<file path="src/rtl/mbist_pkg.sv">
package mbist_pkg;

    typedef enum logic [2:0] {
        ST_IDLE,
        ST_FILL,
        ST_RADDR,
        ST_RCMP,
        ST_SHIFT_WR,
        ST_END
    } mbist_state_e;

    localparam logic [1:0] PH_ZERO  = 2'd0;
    localparam logic [1:0] PH_ONES  = 2'd1;
    localparam logic [1:0] PH_ADDR  = 2'd2;
    localparam logic [1:0] PH_SHIFT = 2'd3;

endpackage

</file>
<file path="src/rtl/mbist_datagen.sv">
module mbist_datagen #(
    parameter int ADDR_W = 10,
    parameter int DATA_W = 16
) (
    input  logic [1:0]        phase,
    input  logic [ADDR_W-1:0] addr,
    input  logic [DATA_W-1:0] shift_word,
    output logic [DATA_W-1:0] word
);
    import mbist_pkg::*;

    logic [DATA_W-1:0] addr_word;

    generate
        if (DATA_W > ADDR_W) begin : g_extend
            assign addr_word = {{(DATA_W-ADDR_W){1'b0}}, addr};
        end else if (DATA_W == ADDR_W) begin : g_equal
            assign addr_word = addr;
        end else begin : g_trunc
            assign addr_word = addr[DATA_W-1:0];
        end
    endgenerate

    always_comb begin
        case (phase)
            PH_ZERO: word = '0;
            PH_ONES: word = '1;
            PH_ADDR: word = addr_word;
            default: word = shift_word;
        endcase
    end
endmodule

</file>
<file path="src/rtl/mbist_cmp.sv">
module mbist_cmp #(
    parameter int DATA_W = 16
) (
    input  logic [DATA_W-1:0] got,
    input  logic [DATA_W-1:0] want,
    output logic              mismatch
);
    assign mismatch = (got != want);
endmodule

</file>
<file path="src/rtl/mem_march_bist.sv">
module mem_march_bist #(
    parameter int ADDR_W = 10,
    parameter int DATA_W = 16
) (
    input  logic              clk,
    input  logic              rst_n,
    input  logic              start,
    output logic [ADDR_W-1:0] mem_addr,
    output logic [DATA_W-1:0] mem_wdata,
    output logic              mem_we,
    input  logic [DATA_W-1:0] mem_rdata,
    output logic              busy,
    output logic              done,
    output logic              fail,
    output logic [1:0]        phase,
    output logic [ADDR_W-1:0] fail_addr,
    output logic [DATA_W-1:0] fail_exp,
    output logic [DATA_W-1:0] fail_act
);
    import mbist_pkg::*;

    localparam logic [ADDR_W-1:0] LAST_ADDR = '1;

    typedef struct packed {
        mbist_state_e      state;
        logic [1:0]        phase;
        logic [ADDR_W-1:0] addr;
        logic [DATA_W-1:0] pat;
        logic [DATA_W-1:0] expv;
        logic              fail;
        logic [ADDR_W-1:0] f_addr;
        logic [DATA_W-1:0] f_exp;
        logic [DATA_W-1:0] f_act;
    } regs_t;

    regs_t r_q, r_d;

    // Alternating word: odd bit positions set.
    logic [DATA_W-1:0] alt_word;
    generate
        for (genvar gi = 0; gi < DATA_W; gi++) begin : g_alt
            assign alt_word[gi] = (gi % 2 == 1);
        end
    endgenerate

    logic [DATA_W-1:0] gen_word;
    logic              mismatch;

    mbist_datagen #(
        .ADDR_W(ADDR_W),
        .DATA_W(DATA_W)
    ) datagen_i (
        .phase      (r_q.phase),
        .addr       (r_q.addr),
        .shift_word (r_q.pat),
        .word       (gen_word)
    );

    mbist_cmp #(
        .DATA_W(DATA_W)
    ) cmp_i (
        .got      (mem_rdata),
        .want     (r_q.expv),
        .mismatch (mismatch)
    );

    always_comb begin
        r_d = r_q;
        case (r_q.state)
            ST_IDLE, ST_END: begin
                if (start) begin
                    r_d.state = ST_FILL;
                    r_d.phase = PH_ZERO;
                    r_d.addr  = '0;
                    r_d.pat   = alt_word;
                    r_d.fail  = 1'b0;
                end
            end
            ST_FILL: begin
                if (r_q.addr == LAST_ADDR) begin
                    r_d.addr  = '0;
                    r_d.state = ST_RADDR;
                end else begin
                    r_d.addr = r_q.addr + 1'b1;
                end
            end
            ST_RADDR: begin
                r_d.expv  = gen_word;
                r_d.state = ST_RCMP;
            end
            ST_RCMP: begin
                if (mismatch) begin
                    r_d.fail   = 1'b1;
                    r_d.f_addr = r_q.addr;
                    r_d.f_exp  = r_q.expv;
                    r_d.f_act  = mem_rdata;
                    r_d.state  = ST_END;
                end else if (r_q.phase != PH_SHIFT) begin
                    if (r_q.addr == LAST_ADDR) begin
                        r_d.phase = r_q.phase + 2'd1;
                        r_d.addr  = '0;
                        r_d.pat   = alt_word;
                        r_d.state = ST_FILL;
                    end else begin
                        r_d.addr  = r_q.addr + 1'b1;
                        r_d.state = ST_RADDR;
                    end
                end else if (r_q.pat == '0) begin
                    if (r_q.addr == LAST_ADDR) begin
                        r_d.state = ST_END;
                    end else begin
                        r_d.addr  = r_q.addr + 1'b1;
                        r_d.pat   = alt_word;
                        r_d.state = ST_RADDR;
                    end
                end else begin
                    r_d.pat   = r_q.pat >> 1;
                    r_d.state = ST_SHIFT_WR;
                end
            end
            ST_SHIFT_WR: begin
                r_d.state = ST_RADDR;
            end
            default: r_d.state = ST_IDLE;
        endcase
    end

    always_ff @(posedge clk or negedge rst_n) begin
        if (!rst_n) begin
            r_q.state  <= ST_IDLE;
            r_q.phase  <= PH_ZERO;
            r_q.addr   <= '0;
            r_q.pat    <= '0;
            r_q.expv   <= '0;
            r_q.fail   <= 1'b0;
            r_q.f_addr <= '0;
            r_q.f_exp  <= '0;
            r_q.f_act  <= '0;
        end else begin
            r_q <= r_d;
        end
    end

    assign mem_addr  = r_q.addr;
    assign mem_wdata = gen_word;
    assign mem_we    = (r_q.state == ST_FILL) || (r_q.state == ST_SHIFT_WR);
    assign busy      = (r_q.state != ST_IDLE) && (r_q.state != ST_END);
    assign done      = (r_q.state == ST_END);
    assign fail      = r_q.fail;
    assign phase     = r_q.phase;
    assign fail_addr = r_q.f_addr;
    assign fail_exp  = r_q.f_exp;
    assign fail_act  = r_q.f_act;
endmodule

</file>
<file path="config.mk">
export PLATFORM = sky130hd
export DESIGN_NAME = mem_march_bist
export DESIGN_NICKNAME = d
export VERILOG_FILES = /design/src/rtl/mbist_pkg.sv /design/src/rtl/mbist_datagen.sv /design/src/rtl/mbist_cmp.sv /design/src/rtl/mem_march_bist.sv
export SDC_FILE = /design/constraint.sdc
export NUM_CORES = 1
export LEC_CHECK = 0
export BUFFER_PORTS_ARGS = -buffer_cell sky130_fd_sc_hd__buf_2
export CAP_MARGIN = 40
export CELL_PAD_IN_SITES_DETAIL_PLACEMENT = 1
export CELL_PAD_IN_SITES_GLOBAL_PLACEMENT = 2
export CORE_ASPECT_RATIO = 0.5
export CORE_MARGIN = 1.5
export CORE_UTILIZATION = 36
export CTS_CLUSTER_DIAMETER = 30
export DETAILED_ROUTE_END_ITERATION = 16
export GPL_TIMING_DRIVEN = 0
export PLACE_DENSITY_LB_ADDON = 0.1
export REMOVE_ABC_BUFFERS = 1
export SLEW_MARGIN = 20
export SYNTH_ARGS = -nofsm -noshare
export SYNTH_HDL_FRONTEND = slang
export SYNTH_SLANG_ARGS = --single-unit
</file>
<file path="constraint.sdc">
create_clock -name clk -period 2.4 [get_ports clk]
set_input_delay 0.6 -clock clk [delete_from_list [all_inputs] [get_ports clk]]
set_output_delay 0.6 -clock clk [all_outputs]
set_load 0.01 [all_outputs]
</file>
After elaboration in Yosys (flattened, before gate mapping). Index checks and enable logic that the tools add are counted.

$add $sub $neg: 2. Equal/unequal tests: 21. Mux-type cells: 24. Reductions and logical operators: 15.

Operators by type and width (count): $mux 26 (2); $pmux 16 s3 (1); $mux 43 (1); $mux 16 (2); $pmux 16 s2 (1); $mux 31 (1); $pmux 10 s3 (1); $mux 28 (1); $mux 10 (2); $logic_not 16->1 (1); $ne 16x16->1 (1); $mux 3 (5); $pmux 3 s5 (1); $reduce_and 5->1 (3); $ne 2x2->1 const B (6); $ne 3x3->1 const B (4); $add 10x1->10 const B (1); $eq 10x10->1 const B (1); $eq 3x2->1 const B (2); $eq 3x3->1 const B (2); $mux 2 (3); $reduce_bool 3->1 (2); $ne 4x4->1 const B (1); $pmux 2 s2 (1); 15 further kinds (16).

Flip-flop bits (word level): 90. Input bits: 19. Output and inout bits: 74. Logic and storage cells: 71.

Logic depth before layout (Yosys ltp). Gate-level depths: netlist of run 1.

Depth after elaboration: 6. Mapped depth: 9. Depth with buffers taken out: 7.

Cells and area by module. Synthesis of run 1 repeated with hierarchy kept, for this count alone.

Cell total of the unflattened synthesis: 420. Area, all modules: 4698.3 sq um.

By module, submodules not included: mem_march_bist (instances 1, cells each 352, area an instance 4242.8 sq um, seq. area each 2252.2 sq um); mbist_datagen (instances 1, cells each 47, area an instance 284.0 sq um, seq. area each 0.0 sq um); mbist_cmp (instances 1, cells each 21, area an instance 171.4 sq um, seq. area each 0.0 sq um).

Worst setup path after synthesis of run 1. OpenSTA, ideal clock, no wires.

Path type: input -> register. Start point: input mem_rdata[5]. End point: register, netlist name mem_addr[5]. Library setup time: 0.126 ns. Arrival time: 2.256 ns. Required time: 2.274 ns. Setup slack: 0.018 ns. Stages on the path: 8. Path buffers: 2. Path through: xor2_1 -> nor4_2 -> nand4_2 -> o21a_1 -> buf_6 -> or2_1 -> buf_6 -> a221o_1.

Word-level cells in the longest chain between the ends: 3.

Ends and longest elaborated chain: start: declaration (RTL line mem_march_bist.sv:11) `input logic [DATA_W-1:0] mem_rdata,`; $ne 16x16->1 (RTL line mbist_cmp.sv:8) `assign mismatch = (got != want);`; $ne 2x2->1 (no line); $reduce_and 5->1 (no line).

Every way passes these cells. A chain may end at the register's enable or synchronous reset.

Worst setup path after layout of run 1.
Start point: register, netlist name phase[1]. End point: output mem_wdata[7].

Word-level cells in the longest chain between the ends: 2. Elaborated cells on any way between the ends: 4. Those cells by class: eq/ne (2); mux (1); reduce/logical (1).

Ends and longest elaborated chain: $eq 2x2->1 (tied with other cells) (RTL line mbist_datagen.sv:25) `case (phase)`; $pmux 16 s3 (*) (RTL line mbist_datagen.sv:25); end: declaration (RTL line mem_march_bist.sv:9) `output logic [DATA_W-1:0] mem_wdata,`.

Mark *: on every way between the ends. The rest lies on a longest branch, timed or not.

==> results of run 1 <==
## through the flow
stage / TNS (ps) / cells
after CTS: -11.7 / 616
after global routing: 0 / 622
after detailed placement: -27790 / 598
after global placement: -72570 / 595
final: 0 / 622
after floorplan: -14150 / 338
## layout make-up
cell class                      count  area [sq um]
Fill cell                        1327          6830
Sequential cell                    90          2260
Multi-Input combinational cell    244          1980
Timing Repair Buffer              103           591
Clock buffer                       10           229
Tap cell                          165           206
Clock inverter                      6          51.3
Inverter                            4          15.0
## path summary, 6_finish.rpt
check | startpoint | endpoint | slack [ps] | cells after the start
setup / recovery | phase[1] | mem_wdata[7] | 50 | 5
hold / removal | rst_n | fail_act[1] | 110 | 1
setup reg to reg | r_q[48] | mem_addr[3] | 70 | 6
hold reg to reg | fail_act[2] | fail_act[2] | 500 | 1
max in group asynchronous | rst_n | mem_addr[0] | 1670 | 2
min in group clk | fail_act[2] | fail_act[2] | 500 | 1
## state kept, by name (all words and copies together) (netlist names)
register   count
fail_act      16
fail_exp      16
mem_addr      10
fail_addr     10
phase          2
r_q           35
fail           1
## what timing repair did
item,4_1_cts,5_1_grt
gates resized for setup,22,14
gates cloned,0,0
setup endpoints to repair,72,67
pin swaps,1,5
setup buffers,2,5
## cell usage in the layout, fill, tap and decap left out, drive strengths merged, types with 3 or more instances in the layout
cell / instances
ha: 5
a22o: 8
nor2: 12
a221o: 3
and3: 3
nor2b: 3
nor4: 8
a21oi: 13
xor2: 16
clkbuf: 10
o22a: 7
nor3: 5
nand3: 6
nand2: 37
or3: 4
inv: 6
o21a: 6
buf: 103
nand4: 3
o21ai: 19
mux2: 60
o31ai: 5
clkinv: 4
dfrtp: 90
## metal layers
layer / wire length, um / global-route usage [%] / vias to the layer above
li1: - / - / 1488
met1: 5780 / 24.4 / 1605
met2: 4880 / 25.8 / 76
met3: 457 / 4.70 / 11
met4: 142 / 4.25 / 0
met5: 0 / 0 / -
## cells by family (layout without fill, tap and decap cells)
group                    Yosys count  in the layout
multiplexers                      61             61
adder cells (fa/ha/maj)            5              5
flip-flops                        90             90
buffers and inverters             78            123
XOR/XNOR                          18             18
AND/OR/NAND/NOR                   88             88
AO/OA/AOI/OAI                     72             72
## synth_stat cells (2+ instances only)
cell type / count / area (sq um)
buf_6: 2 / 22.5
a221o_1: 3 / 30.0
nand3_1: 6 / 30.0
nand2b_1: 2 / 12.5
nor3_1: 5 / 25.0
xor2_1: 16 / 140
nor4_1: 4 / 25.0
or3_1: 4 / 25.0
buf_4: 54 / 405
nor4_2: 4 / 50.1
o22ai_1: 2 / 12.5
mux2_2: 60 / 676
a22o_1: 8 / 70.1
and2_1: 2 / 12.5
ha_1: 5 / 62.6
nor2_1: 12 / 45.0
nand2_1: 37 / 139
o21ai_0: 17 / 85.1
inv_1: 4 / 15.0
o21a_1: 6 / 45.0
a21oi_1: 13 / 65.1
and3_1: 3 / 18.8
o22a_1: 7 / 61.3
a21o_1: 2 / 15.0
a31oi_1: 2 / 12.5
nor2b_1: 3 / 18.8
clkbuf_1: 13 / 48.8
nand4_1: 2 / 12.5
buf_2: 4 / 20.0
o31ai_1: 5 / 37.5
dfrtp_1: 90 / 2250
o21ai_1: 2 / 10.0
xnor2_1: 2 / 17.5
## critical path: stages (launching register included)
cell and delay, ps:
dfrtp_1 500, inv_1 140, ha_4 220, a21oi_1 280, o21ai_2 110, buf_2 160
## power groups by stage
| stage | registers (mW) | logic, mW | clock network (mW) |
|---|---|---|---|
| 2_1_floorplan | 1.77 | 0.205 | 0 |
| 3_3_place_gp | 1.78 | 0.446 | 0 |
| 3_5_place_dp | 1.79 | 0.468 | 0 |
| 4_1_cts | 1.76 | 0.482 | 1.39 |
| 5_1_grt | 1.79 | 0.529 | 1.44 |
| 6_report | 1.77 | 0.482 | 1.35 |
==> summary.txt, run 1 <==
Fin. Hold Viols: 0
Vias in the first global route: 3270
Seq/Total Area, Yosys: 48.8%
Simple-gate share of the synthesized area: 9.70%
Fin. max-slew vios: 0
Ports: 93
Worst vdd ir: 273 uV
Via-per-instance ratio: 5.11
Synth Area in Compound Gates: 10.8%
CTS tree: done
First-pass GRT wire length: 18.0 mm
Skew final: 9.19 ps
Vias post-DR: 3180
Kind of critical path: flip-flop to output port
Tmin final: 2350 ps
Initial Util: 38.0%
Mapped cell area: 0.00462 sq mm
Total Power: 3.60 mW
Cell Area, Placed: 0.00485 sq mm
Worst skew pair latency: 340 ps
Number of buffers added on ports: 92
Root Buffer: clkbuf_16
Worst-margin pin slew: 578 ps
Die Area: 0.0136 sq mm
Final Util: 43.8%
Core ar.: 0.0122 sq mm
DIE HEIGHT: 83.1 um
Final nets: 476
DRT iter0 DRCs: 143
Drt wl/cell: 18.1 um
Hold slack: 112 ps
Final WS setup: 54.8 ps
Clk slew on worst S/H paths: 70 ps
Post-route cell area: 0.00533 sq mm
Total clock sinks: 90
Worst Path Arrival: 1750 ps
Yosys warns: 0
Hpwl dp: 8.12 mm
Worst Path Max Fanout: 11
Slew HR: 61.2%
Clock power frac: 37.5%
Largest family of logic cells by synthesized area: multiplexers
Critical Path Sink Type: output port
F_max: 426 MHz
Post-synthesis mux area share: 14.8%
P_sw: 1.06 mW
Hold WC Path Type: primary input to asynchronous set/reset pin
Post-Synth Adder-Cell Area: 1.35%
Max-capacitance violation count: 0
N_diodes: 0
Net Sw Frac: 29.5%
Antenna-violating nets left: 0
Number of flops mapped to enable cells by yosys: 0
Pin count of the biggest net entering global routing: 65
Leakage: 2.60 nW
Pwr/cell area: 675 mW/mm^2
Ys flop type: dfrtp_1
Setup-failing EPs final: 0
Crit start category: flip-flop
Comb pwr share: 13.4%
GRT Util Overall: 17.2%
RePlAce Congestion: 0.784
Avg Cell Area, Syn: 11.2 sq um
RSZ-0062 raised after global routing: no
Total wire length: 11.3 mm
Syn Inst Count: 412
Netlist cell types: 44
DRC violations left: 0
Run status: complete, no violations
DP Worst Slack: -629 ps
CTS Hold Bufs: 0
Worst endpoint required time: 1800 ps
DR pass1 iterations: 4
Chip width: 163 um
Synth Register Bits: 90
XOR/XNOR share of the synthesized area: 3.41%
Share of layout cells above drive strength 1: 45.1%
Final cycle utilization of the critical path: 97.7%
Area growth syn-to-layout: 15.3%
CTS Buffer Depth: 2
# rows: 28
Initial antenna violation count: 0
GRT Residual Overflow: 0
Cell-internal power: 2.53 mW
Async SR Flop Fraction: 100%
Sequential power share: 49.1%
Cts bufs inserted: 9
Htree depth: 3
Power figures use the tool's default switching activity.
==> run 2: changes to the inputs <==
- CORE_UTILIZATION: 36 -> 32
- PLACE_DENSITY: unset -> 0.88
- PLACE_DENSITY_LB_ADDON: 0.1 -> unset
- REMOVE_ABC_BUFFERS: 1 -> unset
- clock period: 2.4 -> 2 ns (I/O delays scaled with it)
==> summary.txt, run 2 (synthesized netlist as in run 1, its figures left out) <==
Worst vdd ir: 404 uV (+48%)
Number of buffers added on ports: 92 (unchanged)
Crit path buffers/inverters: 3 (+1)
Multi-input combinational cell area: 0.00236 sq mm (+20%)
Antenna-violating nets left: 0 (unchanged)
Die Area: 0.0152 sq mm (+12%)
Worst skew pair latency: 340 ps (about the same)
Tmin final: 2390 ps
GRT Util Overall: 18.8% (+1.6 points)
Htree depth: 3 (unchanged)
Share of layout cells above drive strength 1: 64.9% (+20 points)
DIE HEIGHT: 87.9 um (+5.8%)
CTS Buffer Depth: 2 (unchanged)
Leakage: 3.41 nW (+31%)
Max reg flops: 35 (unchanged)
Setup TNS: -23420 ps (-23420 ps)
Kind of critical path: flip-flop to flip-flop
Pin count of the biggest net entering global routing: 80 (+23%)
First-pass GRT wire length: 21.9 mm (+22%)
Vias in the first global route: 3989 (+22%)
Pwr/cell area: 718 mW/mm^2 (+6.3%)
DRC violations left: 0 (unchanged)
Worst-margin pin slew: 807 ps (+229 ps)
Crit-path max cell delay: 420 ps (-80 ps)
Via-per-instance ratio: 4.98 (-2.6%)
Cell Area, Placed: 0.00537 sq mm (+11%)
Core ar.: 0.0138 sq mm (+14%)
Ports: 93 (unchanged)
Final cycle utilization of the critical path: 119%
Initial antenna violation count: 0 (unchanged)
RePlAce Congestion: 0.757 (-3.4%)
DRT iter0 DRCs: 184 (+29%)
Cts bufs inserted: 9 (unchanged)
Hold slack: 416 ps (+304 ps)
Most frequent cell on the critical path: buf_6
Slew HR: 45.8% (-15 points)
Fillcell total: 1507 (+14%)
CTS tree: done
Clk slew on worst S/H paths: 60 ps (about the same)
Commonest non-fill, non-tap cell in the layout: buf_4
Post-route cell area: 0.00689 sq mm (+29%)
Leading cell types in the layout, fill and taps excluded: 98 x buf_4, 84 x buf_2, 82 x dfrtp_1, 50 x mux2_2, 23 x nand2_1
Chip width: 173 um (+6.0%)
Final WS setup: -387 ps (-442 ps)
Skew final: 6.22 ps (-2.97 ps)
CP Cell Sequence: xor2_1 > nor4_2 > nand4_4 > buf_6 > buf_8 > a211oi_4 > buf_6 > o21ai_4 > a22o_1
RSZ-0062 raised after global routing: yes
DP Worst Slack: -767 ps (-138 ps)
N_diodes: 0 (unchanged)
Fin. max-slew vios: 0 (unchanged)
Area growth syn-to-layout: 49.2%
Hold WC Path Type: primary input to flip-flop
Net Count, Synth: 436
Reg area: 0.00226 sq mm (+0.28%)
Hpwl dp: 8.58 mm (+5.7%)
Initial Util: 33.4% (-4.6 points)
Final nets: 596 (+25%)
Failing checks: setup timing
Root Buffer: clkbuf_16
DR pass1 iterations: 5 (+1)
Fin. Hold Viols: 0 (unchanged)
Vias post-DR: 3823 (+20%)
Total clock sinks: 90 (unchanged)
Top reg by flops: r_q
Worst Path Max Fanout: 8 (-3)
CP max-delay cell: dfrtp_1
Crit start category: flip-flop
Max-capacitance violation count: 0 (unchanged)
Setup-failing EPs final: 88 (+88)
F_max: 419 MHz
Critical Path Sink Type: flip-flop
Worst endpoint required time: 2210 ps (+410 ps)
Drt wl/cell: 21.2 um (+17%)
GRT Residual Overflow: 0 (unchanged)
Run status: complete, but fails checks
Total wire length: 16.3 mm (+45%)
# rows: 30 (+7.1%)
CP top delay family: simple AND/OR/NAND/NOR gates
Worst Path Arrival: 2600 ps (+850 ps)
## run 2: changes by cell type in the layout (fill, tap and decap cells not counted), moves of 5 or more
| cell | before | now |
|---|---|---|
| buf_4 | 6 | 98 |
| dfrtp_1 | 87 | 82 |
| dfrtp_2 | 3 | 8 |
| buf_6 | 2 | 19 |
| nand2_4 | 1 | 7 |
| nand2_1 | 36 | 23 |
| mux2_2 | 60 | 50 |
| nand2_2 | 0 | 7 |
| o21ai_0 | 9 | 2 |
| buf_2 | 92 | 84 |
| mux2_4 | 0 | 10 |
| a21oi_4 | 0 | 8 |
| a21oi_1 | 13 | 3 |
| o21ai_2 | 6 | 13 |
## run 2: per-layer routing
layer / track usage [%] / vias to the layer above / wire [um]
li1: - / 1720 / -
met1: 22.6 / 1980 / 6960
met2: 34.8 / 98 / 8260
met3: 3.60 / 25 / 660
met4: 5.85 / 0 / 395
met5: 0 / - / 0
## run 2: final timing paths
path	start	end	slack [ps]	cells after the start
worst max-delay path	r_q[50]	r_q[63]	-390	9
worst min-delay path	mem_rdata[0]	fail_act[0]	420	2
worst max register to register	r_q[50]	r_q[63]	-390	9
worst min register to register	fail_exp[10]	fail_exp[10]	500	1
max in group asynchronous	rst_n	r_q[56]	830	3
min in group asynchronous	rst_n	mem_addr[6]	540	2
## run 2: report_power, final
group          total, mW  switching [mW]  internal, mW
sequential          2.13           0.196          1.93
clock               1.70           0.701         0.998
combinational       1.12           0.553         0.566
## run 2: repair_timing
action | in CTS | in global routing
gates resized for setup | 121 | 64
setup buffers | 37 | 20
pin swaps | 30 | 36
cloned | 2 | 4
hold endpoints to repair | 11 | 0
endpoints found under the setup margin | 98 | 100
hold buffers | 1 | 0
## run 2: final cells by class
class | instances | share of cell area [%]
Timing Repair Buffer | 156 | 16.8
Sequential cell | 90 | 32.8
Multi-Input combinational cell | 245 | 34.3
Clock buffer | 13 | 3.63
Tap cell | 192 | 3.49
Clock inverter | 2 | 0.545
Inverter | 4 | 0.254
Buffer | 66 | 8.17
## run 2: stage by stage
| step | cells | total power [mW] | util, % |
|---|---|---|---|
| after floorplan | 412 | 2.50 | - |
| after global placement | 696 | 2.81 | 38.6 |
| after detailed placement | 698 | 2.84 | 38.8 |
| after CTS | 746 | 4.77 | 46.2 |
| after global routing | 768 | 5.11 | 49.9 |
| final | 768 | 4.94 | 49.9 |
